## src/rtl/i2f_pkg.sv

```systemverilog
package i2f_pkg;
  localparam logic [1:0] SRC_B8  = 2'd0;
  localparam logic [1:0] SRC_B16 = 2'd1;
  localparam logic [1:0] SRC_B32 = 2'd2;
  localparam logic [1:0] SRC_B64 = 2'd3;

  localparam logic [1:0] DST_HALF   = 2'd1;
  localparam logic [1:0] DST_SINGLE = 2'd2;

  localparam logic [1:0] RND_NEAR = 2'd0;
  localparam logic [1:0] RND_DOWN = 2'd1;
  localparam logic [1:0] RND_UP   = 2'd2;
  localparam logic [1:0] RND_ZERO = 2'd3;

  typedef struct packed {
    logic width8;
    logic width16;
    logic signExt;
    logic doAbs;
    logic negAlways;
    logic negUnlessMin;
    logic halfOut;
    logic illegal;
  } i2fCtrl_t;
endpackage

```

## src/rtl/i2f_ctrl.sv

```systemverilog
module i2f_ctrl
  import i2f_pkg::*;
(
  input  logic [1:0] srcFmt,
  input  logic       isSigned,
  input  logic [1:0] sel,
  input  logic       absMod,
  input  logic       negMod,
  input  logic [1:0] dstFmt,
  output i2fCtrl_t   strobes
);
  logic badSel;
  logic badFmt;

  always_comb begin
    badSel = ((srcFmt == SRC_B16) && sel[0]) ||
             ((srcFmt == SRC_B32) && (sel != 2'd0));
    badFmt = (srcFmt == SRC_B64) ||
             ((dstFmt != DST_HALF) && (dstFmt != DST_SINGLE));
    strobes.width8       = (srcFmt == SRC_B8);
    strobes.width16      = (srcFmt == SRC_B16);
    strobes.signExt      = isSigned;
    strobes.doAbs        = absMod;
    strobes.negAlways    = negMod && (absMod || !isSigned);
    strobes.negUnlessMin = negMod && isSigned && !absMod;
    strobes.halfOut      = (dstFmt == DST_HALF);
    strobes.illegal      = badSel || badFmt;
  end
endmodule

```

## src/rtl/i2f_round.sv

```systemverilog
module i2f_round
  import i2f_pkg::*;
#(
  parameter int MANT_W = 23,
  parameter int EXP_W  = 8,
  parameter int IN_W   = 32,
  parameter int OUT_W  = 31
) (
  input  logic [IN_W-1:0]          norm,
  input  logic [$clog2(IN_W)-1:0]  lead,
  input  logic                     isZero,
  input  logic                     negSrc,
  input  logic [1:0]               rndMode,
  output logic [OUT_W-1:0]         bits
);
  localparam int KEEP_W   = MANT_W + 1;
  localparam int STICKY_W = IN_W - 2 - MANT_W;
  localparam int BIAS     = (1 << (EXP_W - 1)) - 1;
  localparam int LEAD_W   = $clog2(IN_W);

  logic [KEEP_W-1:0]       kept;
  logic                    guardBit;
  logic                    stickyBit;
  logic                    roundUp;
  logic                    awayZero;
  logic [KEEP_W:0]         sum;
  logic [9:0]              expUnb;
  logic [9:0]              expBiased;
  logic [EXP_W+MANT_W-1:0] packedVal;

  always_comb begin
    kept      = norm[IN_W-1 -: KEEP_W];
    guardBit  = norm[STICKY_W];
    stickyBit = |norm[STICKY_W-1:0];
    unique case (rndMode)
      RND_NEAR: roundUp = guardBit && (stickyBit || kept[0]);
      RND_DOWN: roundUp = negSrc && (guardBit || stickyBit);
      RND_UP:   roundUp = !negSrc && (guardBit || stickyBit);
      default:  roundUp = 1'b0;
    endcase
    awayZero  = (rndMode == RND_NEAR) ||
                ((rndMode == RND_DOWN) && negSrc) ||
                ((rndMode == RND_UP) && !negSrc);
    sum       = {1'b0, kept} + {{KEEP_W{1'b0}}, roundUp};
    expUnb    = 10'(lead) + {9'd0, sum[KEEP_W]};
    expBiased = expUnb + 10'(BIAS);
    if (isZero)
      packedVal = '0;
    else if (expUnb > 10'(BIAS))
      packedVal = awayZero ? {{EXP_W{1'b1}}, {MANT_W{1'b0}}}
                           : {{(EXP_W-1){1'b1}}, 1'b0, {MANT_W{1'b1}}};
    else
      packedVal = {expBiased[EXP_W-1:0], sum[MANT_W-1:0]};
    bits = OUT_W'(packedVal);
  end

  logic unusedLead;
  assign unusedLead = ^{lead[LEAD_W-1:0]};
endmodule

```

## src/rtl/i2f_datapath.sv

```systemverilog
module i2f_datapath
  import i2f_pkg::*;
#(
  parameter int DATA_W = 32
) (
  input  i2fCtrl_t          strobes,
  input  logic [DATA_W-1:0] srcWord,
  input  logic [1:0]        sel,
  input  logic [1:0]        rndMode,
  output logic [DATA_W-1:0] result
);
  localparam int EXT_W  = DATA_W + 1;
  localparam int LEAD_W = $clog2(DATA_W);
  localparam int NFMT   = 2;

  logic [DATA_W-1:0] shifted;
  logic [EXT_W-1:0]  ext;
  logic [EXT_W-1:0]  minVal;
  logic [EXT_W-1:0]  val;
  logic [EXT_W-1:0]  negVal;
  logic              isMin;
  logic              negSrc;
  logic              flip;
  logic [DATA_W-1:0] mag;
  logic [LEAD_W-1:0] lead;
  logic [DATA_W-1:0] norm;
  logic              isZero;
  logic [DATA_W-2:0] rounded [NFMT];

  always_comb begin
    shifted = srcWord >> {sel, 3'b000};
    if (strobes.width8) begin
      ext    = strobes.signExt ? {{(EXT_W-8){shifted[7]}}, shifted[7:0]}
                               : {{(EXT_W-8){1'b0}}, shifted[7:0]};
      minVal = {{(EXT_W-7){1'b1}}, 7'd0};
    end else if (strobes.width16) begin
      ext    = strobes.signExt ? {{(EXT_W-16){shifted[15]}}, shifted[15:0]}
                               : {{(EXT_W-16){1'b0}}, shifted[15:0]};
      minVal = {{(EXT_W-15){1'b1}}, 15'd0};
    end else begin
      ext    = strobes.signExt ? {srcWord[DATA_W-1], srcWord} : {1'b0, srcWord};
      minVal = {2'b11, {(DATA_W-1){1'b0}}};
    end
    isMin  = strobes.signExt && (ext == minVal);
    val    = (strobes.doAbs && ext[EXT_W-1] && !isMin) ? (~ext + 1'b1) : ext;
    negSrc = val[EXT_W-1];
    negVal = ~val + 1'b1;
    mag    = negSrc ? negVal[DATA_W-1:0] : val[DATA_W-1:0];
    flip   = strobes.negAlways || (strobes.negUnlessMin && !isMin);
    isZero = (mag == '0);
    lead   = '0;
    for (int i = 0; i < DATA_W; i++)
      if (mag[i]) lead = LEAD_W'(i);
    norm   = mag << (LEAD_W'(DATA_W - 1) - lead);
  end

  for (genvar g = 0; g < NFMT; g++) begin : g_fmt
    localparam int MW = (g == 0) ? 10 : 23;
    localparam int EW = (g == 0) ? 5 : 8;
    i2f_round #(.MANT_W(MW), .EXP_W(EW), .IN_W(DATA_W), .OUT_W(DATA_W-1)) u_round (
      .norm(norm), .lead(lead), .isZero(isZero), .negSrc(negSrc),
      .rndMode(rndMode), .bits(rounded[g])
    );
  end

  always_comb begin
    if (strobes.illegal)
      result = '0;
    else if (strobes.halfOut)
      result = {{(DATA_W-16){1'b0}}, negSrc ^ flip, rounded[0][14:0]};
    else
      result = {negSrc ^ flip, rounded[1]};
  end
endmodule

```

## src/rtl/i2f_unit.sv

```systemverilog
module i2f_unit
  import i2f_pkg::*;
(
  input  logic        clk,
  input  logic        rstN,
  input  logic        inValid,
  input  logic [31:0] srcWord,
  input  logic [1:0]  srcFmt,
  input  logic        isSigned,
  input  logic [1:0]  sel,
  input  logic        absMod,
  input  logic        negMod,
  input  logic [1:0]  rndMode,
  input  logic [1:0]  dstFmt,
  output logic        outValid,
  output logic [31:0] result,
  output logic        illegalOp
);
  i2fCtrl_t    strobes;
  logic [31:0] resultNext;

  i2f_ctrl u_ctrl (
    .srcFmt(srcFmt), .isSigned(isSigned), .sel(sel), .absMod(absMod),
    .negMod(negMod), .dstFmt(dstFmt), .strobes(strobes)
  );

  i2f_datapath #(.DATA_W(32)) u_dp (
    .strobes(strobes), .srcWord(srcWord), .sel(sel), .rndMode(rndMode),
    .result(resultNext)
  );

  always_ff @(posedge clk) begin
    if (!rstN) begin
      outValid  <= 1'b0;
      result    <= '0;
      illegalOp <= 1'b0;
    end else begin
      outValid  <= inValid;
      result    <= inValid ? resultNext : '0;
      illegalOp <= inValid && strobes.illegal;
    end
  end
endmodule

```

## config.mk

```make
export PLATFORM = sky130hd
export DESIGN_NAME = i2f_unit
export DESIGN_NICKNAME = d
export VERILOG_FILES = /design/src/rtl/i2f_pkg.sv /design/src/rtl/i2f_ctrl.sv /design/src/rtl/i2f_round.sv /design/src/rtl/i2f_datapath.sv /design/src/rtl/i2f_unit.sv
export SDC_FILE = /design/constraint.sdc
export NUM_CORES = 1
export LEC_CHECK = 0
export CAP_MARGIN = 15
export CORE_MARGIN = 4
export CORE_UTILIZATION = 45
export DETAILED_ROUTE_END_ITERATION = 7
export GPL_TIMING_DRIVEN = 1
export SYNTH_ARGS = -nofsm -noshare
export SYNTH_HDL_FRONTEND = slang
export SYNTH_HIERARCHICAL = 1
export SYNTH_SLANG_ARGS = --single-unit
```

## constraint.sdc

```tcl
create_clock -name clk -period 12.92 [get_ports clk]
set_input_delay 1.938 -clock clk [delete_from_list [all_inputs] [get_ports clk]]
set_output_delay 1.938 -clock clk [all_outputs]
set_load 0.01 [all_outputs]
```

==> impl_metrics.json <==
{
  "cp.arrival_ns": 12.25,
  "core_area_um2": 19400,
  "path_clk_slew_ns": 0.05,
  "worstPathRequired_ns": 13.08,
  "wl_met1_mm": 14.65,
  "fp.dieH_um": 148.4,
  "routed_wl_mm": 31.31,
  "stdcell_count": 1609,
  "crit_type": "in2reg",
  "post-route-period-util_pct": 93.60,
  "gp_congestion": 0.9902,
  "nNetsFinal": 1406,
  "peakVddDrop_mv": 0.05281,
  "setup-violations-final": 0,
  "yosysWarnings": 6,
  "area_growth_pct": 16.43,
  "drt_pass1_iterations": 5,
  "die_area_um2": 22010,
  "tritoncts": "built",
  "drv_cap": 0,
  "grt_overflow": 0,
  "highest-signal-layer": "met4",
  "cts-root-buf": "clkbuf_16",
  "hold_path_class": "in2reg",
  "antenna_found_initial": 0,
  "cp_slowest_cell": "or4b_4",
  "max_freq_mhz": 82.69,
  "drive_above_1_share_pct": 14.45,
  "p_leak_nw": 3.984,
  "grt_max_degree": 35,
  "final_antenna_net_count": 0,
  "cp-start-kind": "primary input",
  "slowest_delay_ns": 0.68,
  "synth_fp_nets": 1325,
  "track_usage_pct": 27.55,
  "netlist_area_um2": 8865,
  "final_common_cell": "nor2_1",
  "htree_levels": 2,
  "dpl.cell_count": 1594,
  "vias": 10030,
  "crit_fanout": 33,
  "grt_pass1_wl_mm": 50.25,
  "met3WireLength_mm": 2.439,
  "hpwl_mm": 25.36,
  "cp_common_cell": "ha_1",
  "syn_area_per_cell_um2": 7.030,
  "finalSetupTns_ns": 0,
  "port_buffers": 79,
  "power_density_nw_per_um2": 107.1,
  "die_w_um": 148.4,
  "io-pin-count": 80,
  "wire_per_inst_um": 19.46,
  "min_period_ns": 12.09,
  "worstMarginPinSlew_ns": 1.076,
  "slew-limit-headroom_pct": 28.27,
  "finalMaxSlewViolations": 0,
  "route.met2.wl_mm": 13.75,
  "rsz0062_at_grt": "false",
  "clock_sinks": 34,
  "initial_core_util_pct": 45.70,
  "drcViolationCount": 0,
  "status": "completed",
  "mostFrequentLayoutCells": "nor2_1, nand2_1, a21oi_1, clkdlybuf4s50_1, mux2i_1",
  "grt_pass1_vias": 9350,
  "clock_path_buffers": 2,
  "final_core_util_pct": 53.21,
  "viasPerCell": 6.236,
  "cts_made_buffers": 5,
  "syn_inst": 1261,
  "drt_iter0_drc": 945,
  "whs_ns": 2.791,
  "rows": 51,
  "finalHoldViolations": 0,
  "endpoint_kind": "flip-flop"
}
metal layers:
metal | vias up | track usage [%]
li1 | 4903 | -
met1 | 4739 | 39.81
met2 | 359 | 43.80
met3 | 32 | 4.144
met4 | 0 | 5.266
met5 | - | 0
final cells by class:
| class | instances | area [um2] |
|---|---|---|
| multi-input cells | 1117 | 7701 |
| repair buffers | 145 | 1286 |
| fillers | 2012 | 9077 |
| flip-flops and latches | 34 | 680.7 |
| inverters | 39 | 152.6 |
| well taps | 265 | 331.6 |
| diodes | 1 | 2.502 |
| clock buffers | 8 | 166.4 |
registers in the layout, summed over array words and instances (netlist names):
register   cells
outValid       1
result        32
illegalOp      1
critical path: cells and delay by family:
family | cells | cell delay [ns]
xor+xnor | 1 | 0.15
compound gates | 15 | 3.92
buf+inv | 3 | 1.12
mux | 2 | 0.36
fa+ha+maj | 3 | 0.74
simple gates | 16 | 4.00
path summary, 6_finish.rpt:
path	from	to	slack [ns]	depth (start not counted)
setup / recovery	srcFmt[0]	result[3]	0.83	40
hold / removal	srcFmt[1]	illegalOp	2.79	5
where the power goes:
part           internal, mW  switching, mW
clock network        0.0869         0.0369
registers             0.109       0.000962
logic                 0.337          0.534
total                 0.533          0.572
repair_timing:
action | CTS | global route
endpoints found under the setup margin | 0 | 18
hold buffers | 0 | 0
gates resized for setup | 0 | 7
setup buffers | 0 | 6
per-stage QoR:
step | power, mW | worst slack [ns] | cell area, um2
floorplan | 0.7069 | 1.469 | 8865
global placement | 0.9627 | 0.4346 | 10070
detailed placement | 0.9567 | 0.3346 | 10070
CTS | 1.087 | 0.6009 | 10230
global route | 1.195 | 0.08659 | 10320
finish | 1.106 | 0.8262 | 10320
(Power assumes the default switching activity.)
